==> config.mk <==
export PLATFORM = sky130hd
export DESIGN_NAME = rtc_bcd_core
export DESIGN_NICKNAME = d
export VERILOG_FILES = /design/src/rtl/rtc_pkg.sv /design/src/rtl/rtc_prescaler.sv /design/src/rtl/rtc_bcd_field.sv /design/src/rtl/rtc_bcd_core.sv
export SDC_FILE = /design/constraint.sdc
export NUM_CORES = 1
export LEC_CHECK = 0
export ABC_AREA = 1
export BUFFER_PORTS_ARGS = -buffer_cell sky130_fd_sc_hd__buf_2
export CAP_MARGIN = 20
export CORE_AREA = 3 3 104 106
export DETAILED_ROUTE_END_ITERATION = 16
export DIE_AREA = 0 0 107 109
export PLACE_DENSITY = 0.75
export SKIP_LAST_GASP = 1
export SLEW_MARGIN = 30
export SYNTH_ARGS = -nofsm -noshare
export SYNTH_HDL_FRONTEND = slang
export SYNTH_SLANG_ARGS = --single-unit
==> constraint.sdc <==
create_clock -name clk -period 2.7 [get_ports clk]
set_input_delay 0.27 -clock clk [delete_from_list [all_inputs] [get_ports clk]]
set_output_delay 0.27 -clock clk [all_outputs]
set_load 0.05 [all_outputs]
==> src/rtl/rtc_pkg.sv <==
package rtc_pkg;

  localparam int unsigned BYTE_W = 8;
  localparam int unsigned ADDR_W = 3;

  localparam logic [ADDR_W-1:0] A_SEC  = 3'd0;
  localparam logic [ADDR_W-1:0] A_MIN  = 3'd1;
  localparam logic [ADDR_W-1:0] A_HOUR = 3'd2;
  localparam logic [ADDR_W-1:0] A_DAY  = 3'd3;
  localparam logic [ADDR_W-1:0] A_DATE = 3'd4;
  localparam logic [ADDR_W-1:0] A_MON  = 3'd5;
  localparam logic [ADDR_W-1:0] A_YEAR = 3'd6;
  localparam logic [ADDR_W-1:0] A_CTRL = 3'd7;

  // Next packed-BCD value, two digits.
  function automatic logic [BYTE_W-1:0] bcd_next(input logic [BYTE_W-1:0] v);
    logic [BYTE_W-1:0] r;
    if (v[3:0] >= 4'd9) r = {v[7:4] + 4'd1, 4'd0};
    else                r = {v[7:4], v[3:0] + 4'd1};
    return r;
  endfunction

  // Divisible by 4: (10*tens + units) mod 4 == (2*tens + units) mod 4.
  function automatic logic bcd_leap(input logic [BYTE_W-1:0] yr);
    logic [1:0] m;
    m = yr[1:0] + {yr[4], 1'b0};
    return (m == 2'd0);
  endfunction

  // Last date of a month, as packed BCD.
  function automatic logic [BYTE_W-1:0] bcd_month_len(input logic [BYTE_W-1:0] mon,
                                                      input logic [BYTE_W-1:0] yr);
    logic [BYTE_W-1:0] r;
    case (mon)
      8'h02:                      r = bcd_leap(yr) ? 8'h29 : 8'h28;
      8'h04, 8'h06, 8'h09, 8'h11: r = 8'h30;
      default:                    r = 8'h31;
    endcase
    return r;
  endfunction

endpackage

==> src/rtl/rtc_prescaler.sv <==
module rtc_prescaler #(
  parameter int unsigned PRESCALE = 32768
) (
  input  logic clk,
  input  logic rst_n,
  input  logic osc_en,
  input  logic restart,
  output logic tick
);
  localparam int unsigned CW = (PRESCALE > 1) ? $clog2(PRESCALE) : 1;
  localparam logic [CW-1:0] LAST = CW'(PRESCALE - 1);

  logic [CW-1:0] cnt_q;
  logic          at_last;

  assign at_last = (cnt_q == LAST);
  assign tick    = osc_en && at_last && !restart;

  always_ff @(posedge clk or negedge rst_n) begin
    if (!rst_n)                 cnt_q <= '0;
    else if (restart)           cnt_q <= '0;
    else if (osc_en && at_last) cnt_q <= '0;
    else if (osc_en)            cnt_q <= cnt_q + 1'b1;
  end

  p_tick_needs_en_r1: assert property (@(posedge clk) disable iff (!rst_n)
    tick |-> osc_en);
  p_idle_holds_r1: assert property (@(posedge clk) disable iff (!rst_n)
    (!osc_en && !restart) |=> $stable(cnt_q));
  p_restart_clears_r10: assert property (@(posedge clk) disable iff (!rst_n)
    restart |=> (cnt_q == '0));
  p_restart_no_tick_r10: assert property (@(posedge clk) disable iff (!rst_n)
    restart |-> !tick);

endmodule

==> src/rtl/rtc_bcd_field.sv <==
module rtc_bcd_field
  import rtc_pkg::*;
#(
  parameter logic [BYTE_W-1:0] LO   = 8'h00,
  parameter logic [BYTE_W-1:0] KEEP = 8'hFF
) (
  input  logic              clk,
  input  logic              rst_n,
  input  logic              carry_in,
  input  logic              load,
  input  logic [BYTE_W-1:0] load_val,
  input  logic [BYTE_W-1:0] limit,
  output logic [BYTE_W-1:0] value,
  output logic              carry_out
);
  logic [BYTE_W-1:0] val_q;
  logic              at_top;

  assign at_top    = (val_q >= limit);
  assign carry_out = carry_in && at_top;
  assign value     = val_q;

  always_ff @(posedge clk or negedge rst_n) begin
    if (!rst_n)        val_q <= LO;
    else if (load)     val_q <= load_val & KEEP;
    else if (carry_in) val_q <= at_top ? LO : bcd_next(val_q);
  end

  p_step_moves_r2: assert property (@(posedge clk) disable iff (!rst_n)
    (carry_in && !load && (limit != LO)) |=> (val_q != $past(val_q)));
  p_wrap_to_lo_r12: assert property (@(posedge clk) disable iff (!rst_n)
    (carry_out && !load) |=> (val_q == LO));
  p_hold_quiet_r9: assert property (@(posedge clk) disable iff (!rst_n)
    (!carry_in && !load) |=> $stable(val_q));
  p_load_wins_r9: assert property (@(posedge clk) disable iff (!rst_n)
    load |=> (val_q == ($past(load_val) & KEEP)));

endmodule

==> src/rtl/rtc_bcd_core.sv <==
module rtc_bcd_core
  import rtc_pkg::*;
#(
  parameter int unsigned PRESCALE = 32768
) (
  input  logic              clk,
  input  logic              rst_n,
  input  logic              osc_en,
  input  logic              wr_en,
  input  logic [ADDR_W-1:0] wr_addr,
  input  logic [BYTE_W-1:0] wr_data,
  input  logic [ADDR_W-1:0] rd_addr,
  output logic [BYTE_W-1:0] rd_data
);
  localparam int unsigned NBYTES = 1 << ADDR_W;

  logic [NBYTES-1:0] wsel;
  logic              sec_tick;
  logic [BYTE_W-1:0] sec_v, min_v, hour_v, day_v, date_v, mon_v, year_v;
  logic              sec_co, min_co, day_tick, day_co, date_co, mon_co, year_co;
  logic [BYTE_W-1:0] date_last;
  logic              century_q;
  logic [BYTE_W-1:0] ctrl_q;

  for (genvar g = 0; g < NBYTES; g++) begin : g_wsel
    assign wsel[g] = wr_en && (wr_addr == ADDR_W'(g));
  end

  rtc_prescaler #(.PRESCALE(PRESCALE)) u_div (
    .clk(clk), .rst_n(rst_n), .osc_en(osc_en),
    .restart(wsel[A_SEC]), .tick(sec_tick)
  );

  rtc_bcd_field #(.LO(8'h00), .KEEP(8'h7F)) u_sec (
    .clk(clk), .rst_n(rst_n), .carry_in(sec_tick), .load(wsel[A_SEC]),
    .load_val(wr_data), .limit(8'h59), .value(sec_v), .carry_out(sec_co));

  rtc_bcd_field #(.LO(8'h00), .KEEP(8'h7F)) u_min (
    .clk(clk), .rst_n(rst_n), .carry_in(sec_co), .load(wsel[A_MIN]),
    .load_val(wr_data), .limit(8'h59), .value(min_v), .carry_out(min_co));

  rtc_bcd_field #(.LO(8'h00), .KEEP(8'h3F)) u_hour (
    .clk(clk), .rst_n(rst_n), .carry_in(min_co), .load(wsel[A_HOUR]),
    .load_val(wr_data), .limit(8'h23), .value(hour_v), .carry_out(day_tick));

  rtc_bcd_field #(.LO(8'h01), .KEEP(8'h07)) u_day (
    .clk(clk), .rst_n(rst_n), .carry_in(day_tick), .load(wsel[A_DAY]),
    .load_val(wr_data), .limit(8'h07), .value(day_v), .carry_out(day_co));

  assign date_last = bcd_month_len(mon_v, year_v);

  rtc_bcd_field #(.LO(8'h01), .KEEP(8'h3F)) u_date (
    .clk(clk), .rst_n(rst_n), .carry_in(day_tick), .load(wsel[A_DATE]),
    .load_val(wr_data), .limit(date_last), .value(date_v), .carry_out(date_co));

  rtc_bcd_field #(.LO(8'h01), .KEEP(8'h1F)) u_mon (
    .clk(clk), .rst_n(rst_n), .carry_in(date_co), .load(wsel[A_MON]),
    .load_val(wr_data), .limit(8'h12), .value(mon_v), .carry_out(mon_co));

  rtc_bcd_field #(.LO(8'h00), .KEEP(8'hFF)) u_year (
    .clk(clk), .rst_n(rst_n), .carry_in(mon_co), .load(wsel[A_YEAR]),
    .load_val(wr_data), .limit(8'h99), .value(year_v), .carry_out(year_co));

  always_ff @(posedge clk or negedge rst_n) begin
    if (!rst_n)            century_q <= 1'b0;
    else if (wsel[A_HOUR]) century_q <= wr_data[7];
    else if (year_co)      century_q <= ~century_q;
  end

  always_ff @(posedge clk or negedge rst_n) begin
    if (!rst_n)            ctrl_q <= '0;
    else if (wsel[A_CTRL]) ctrl_q <= wr_data;
  end

  always_comb begin
    case (rd_addr)
      A_SEC:   rd_data = sec_v;
      A_MIN:   rd_data = min_v;
      A_HOUR:  rd_data = {century_q, 1'b0, hour_v[5:0]};
      A_DAY:   rd_data = day_v;
      A_DATE:  rd_data = date_v;
      A_MON:   rd_data = mon_v;
      A_YEAR:  rd_data = year_v;
      default: rd_data = ctrl_q;
    endcase
  end

  p_century_flip_r7: assert property (@(posedge clk) disable iff (!rst_n)
    (year_co && !wsel[A_HOUR]) |=> (century_q != $past(century_q)));
  p_century_hold_r7: assert property (@(posedge clk) disable iff (!rst_n)
    (!year_co && !wsel[A_HOUR]) |=> $stable(century_q));
  p_date_wraps_r5: assert property (@(posedge clk) disable iff (!rst_n)
    (date_co && !wsel[A_DATE]) |=> (date_v == 8'h01));
  p_ctrl_stable_r8: assert property (@(posedge clk) disable iff (!rst_n)
    !wsel[A_CTRL] |=> $stable(ctrl_q));
  p_chain_same_edge_r12: assert property (@(posedge clk) disable iff (!rst_n)
    (mon_co && !wsel[A_MON] && !wsel[A_DATE]) |=> (mon_v == 8'h01 && date_v == 8'h01));
  p_hour_bit6_r3: assert property (@(posedge clk) disable iff (!rst_n)
    hour_v[7:6] == 2'b00);

endmodule

==> impl_metrics.csv <==
group,metric,value,unit
sta,final_max_slew_viol_count,0,
final_layout,fill_cells,849,
outcome,status,"finished clean",
flow_run,drv_cap,0,
synthesis,synth_cell_types,44,
synthesis,yosysWarningCount,0,
synthesis,synthXorXnorAreaFrac,0.0275,
critical_path,critPathCaptureType,"flop",
routing,drt_iter0_drc,385,
cts,clk_latency,0.36,ns
routing,wirelength,14.4,mm
synthesis,syn_inst,707,
sta,finalSetupViolations,0,
critical_path,cp-start-kind,"flop",
final_layout,largest_register,"u_div.cnt_q",
critical_path,crit_required,2.95,ns
power_and_ir_drop,vdd_drop_max,0.000549,V
placed_design,gp_congestion,0.940,
placed_design,dpl_worst_slack,-0.148,ns
sta,slew_headroom,0.493,
synthesis,syn_nets,767,
floorplanning,boundaryPins,26,
grt,grt_pass1_vias,4867,
placed_design,portBuffers,25,
placed_design,hpwlAfterDp,10.7,mm
cts,path_clk_slew,0.09,ns
synthesis,synth_top_area_cell,"dfrtp_1",
sta,fmax,0.386,GHz
sta,period_minus_slack,2.59,ns
final_layout,finalNetCount,810,
routing,vias,5072,
synthesis,synth_mux_area_frac,0,
synthesis,synth_compound_area_frac,0.170,
sta,setup_ws,0.108,ns
sta,hold_viol_final,0,
cts,cts-htree-levels,3,
grt,grt_usage,0.258,
routing,drt_first_pass_iters,5,
final_layout,multi_input_area,0.00301,sq mm
sta,timing.final.crit_share,0.960,
synthesis,async_flop_share,1.00,
final_layout,area_growth_syn_to_layout,12.6,%
final_layout,drive_above_1_share,0.131,
sta,max_slew.worst_pin.slew,0.761,ns
sta,fin_skew,0.00912,ns
power_and_ir_drop,power_leakage,0.00304,uW
critical_path,criticalPathCategory,"flop to flop",
synthesis,synth_area_leaders,"dfrtp_1 (36%), ha_1 (9.7%), nand2_1 (8.9%)",
synthesis,synthAdderAreaFrac,0.0969,
routing,vias_per_cell,5.71,
final_layout,seq_area,0.00201,sq mm
sta,hold_slack,0.129,ns
synthesis,yosys.area.top_type_share,0.355,
grt,grt_max_degree,81,
cts,clockBufferDepth,2,
synthesis,syn-cell-area,0.00542,sq mm
critical_path,arrival,2.84,ns
grt,antenna_found_initial,0,
critical_path,crit_fanout,6,
floorplanning,rows,36,
synthesis,synth_enable_flop_cells,0,
routing,wire_per_inst,16.3,microns
synthesis,synth-simple-area-share,0.247,
cts,cts_sinks,80,
synthesis,ys_seq_area_frac,0.370,
grt,grt_pass1_wl,23.6,mm
cts,tritoncts,"done",
routing,drc_errors,0,
routing,ant_nets,0,
synthesis,synth_top_family_by_area,"simple AND/OR/NAND/NOR gates",
grt,grt_overflow,0,
synthesis,synth-seq-cells,80,
floorplanning,die_w,107,microns
floorplanning,core_area,0.00986,sq mm
floorplanning,die_h,109,microns
synthesis,synth.avg_cell_area,7.67,sq um
synthesis,ys.flop_type,"dfrtp_1",
floorplanning,die-area,0.0117,sq mm
power_and_ir_drop,p_per_area,841,mW/mm^2
cts,numCtsBuffers,9,
final_layout,largest_reg_flops,15,
cts,cts_root_buffer,"clkbuf_8",
min_path,hold_path_class,"primary input to flop",
final_layout,diodes,0,
floorplanning,start_util,0.550,
## metal layers
metal,part of all wire,global-route usage
met1,0.42,0.343
met2,0.48,0.426
met3,0.080,0.0385
met4,0.025,0.0986
met5,0,0
## area by class of cell
cell class / instances / share of cell area
repair buffers: 39 / 0.0391
multi-input cells: 503 / 0.493
flip-flops and latches: 80 / 0.328
clock inverters: 7 / 0.0197
clock buffers: 9 / 0.0203
well taps: 133 / 0.0272
inverters: 117 / 0.0719
## stage by stage
stage          setup TNS, ns  power (uW)  std cells  area [sq um]  utilization
2_1_floorplan              0        3320        707          5420            -
6_report                   0        5130        888          6110        0.619
4_1_cts                    0        5050        886          6040        0.613
5_1_grt               -0.669        5510        888          6110        0.619
3_3_place_gp               0        3830        868          5760        0.584
3_5_place_dp          -0.986        3930        868          5760        0.584
## layout by cell type (no fill, tap or decap), types with 5 or more instances in the layout
master / Yosys / routed
nand3b_1: 5 / 5
inv_2: 6 / 6
ha_1: 42 / 41
o21ai_1: 8 / 9
nand2_1: 128 / 122
a221oi_1: 6 / 6
o221ai_1: 9 / 9
nand4_1: 8 / 8
buf_2: 1 / 24
nor2_2: 6 / 6
a21oi_1: 16 / 16
buf_4: 1 / 13
xnor2_1: 7 / 7
xor2_1: 10 / 10
dfrtp_1: 77 / 77
nand2_2: 5 / 10
o21ai_0: 52 / 50
nor3_1: 10 / 10
inv_1: 110 / 110
nand3_1: 48 / 47
nor2_1: 66 / 65
a31oi_1: 12 / 12
clkbuf_8: 0 / 9
o22ai_1: 30 / 30
nor2_4: 4 / 5
nand2_4: 3 / 5
o211ai_1: 9 / 9
## critical path, stage by stage (launching register included)
cell and delay, ns:
dfstp_2 0.54, buf_4 0.11, ha_1 0.16, nand2_1 0.07
nor3_1 0.20, a31oi_1 0.09, nand2_1 0.07, o21ai_0 0.09
ha_1 0.28, nand2_1 0.05, nor2_1 0.13, nand2_2 0.09
nand3_4 0.11, nand4_4 0.14, nand2_4 0.13, nand2_2 0.10
nand2_1 0.08, nand2_1 0.05
## power by group
| part | internal, uW | switching, uW | total, uW | leakage [uW] |
|---|---|---|---|---|
| combinational | 775 | 1390 | 2170 | 0.00189 |
| clock | 616 | 472 | 1090 | 0.000119 |
| sequential | 1530 | 349 | 1880 | 0.00103 |
## logic make-up (layout without fill, tap and decap cells)
logic type | count (synthesis) | after routing
flops | 80 | 80
xor+xnor | 17 | 17
compound gates | 151 | 151
fa+ha+maj | 42 | 42
buf+inv | 125 | 172
simple gates | 292 | 293
## Yosys cell counts (2+ instances only)
cell,instances
a21oi_1,16
a221oi_1,6
a22o_1,2
a31oi_1,12
and3_1,4
clkbuf_1,5
dfrtp_1,77
dfstp_2,3
ha_1,42
inv_1,110
inv_2,6
nand2_1,128
nand2_2,5
nand2_4,3
nand3_1,48
nand3b_1,5
nand4_1,8
nor2_1,66
nor2_2,6
nor2_4,4
nor3_1,10
o211ai_1,9
o21ai_0,52
o21ai_1,8
o221ai_1,9
o22ai_1,30
xnor2_1,7
xor2_1,10
## timing repair
item	CTS	global route
resized for setup	6	13
setup endpoints to repair	18	25
endpoints found under the hold margin	57	0
hold buffers	1	0
cloned	0	1
pin swaps	3	7
setup buffers	1	1
## path summary, 6_finish.rpt
path	from	end	slack, ns	cells after the start
max in group asynchronous	rst_n	u_min.value[3]	1.66	2
min reg2reg	u_hour.value[6]	u_hour.value[6]	0.50	2
max	u_mon.value[0]	u_year.value[6]	0.11	17
min	wr_data[3]	ctrl_q[3]	0.13	3
max reg2reg	u_mon.value[0]	u_year.value[6]	0.11	17
min in group asynchronous	rst_n	u_mon.value[2]	0.48	2
(Power assumes the default switching activity.)
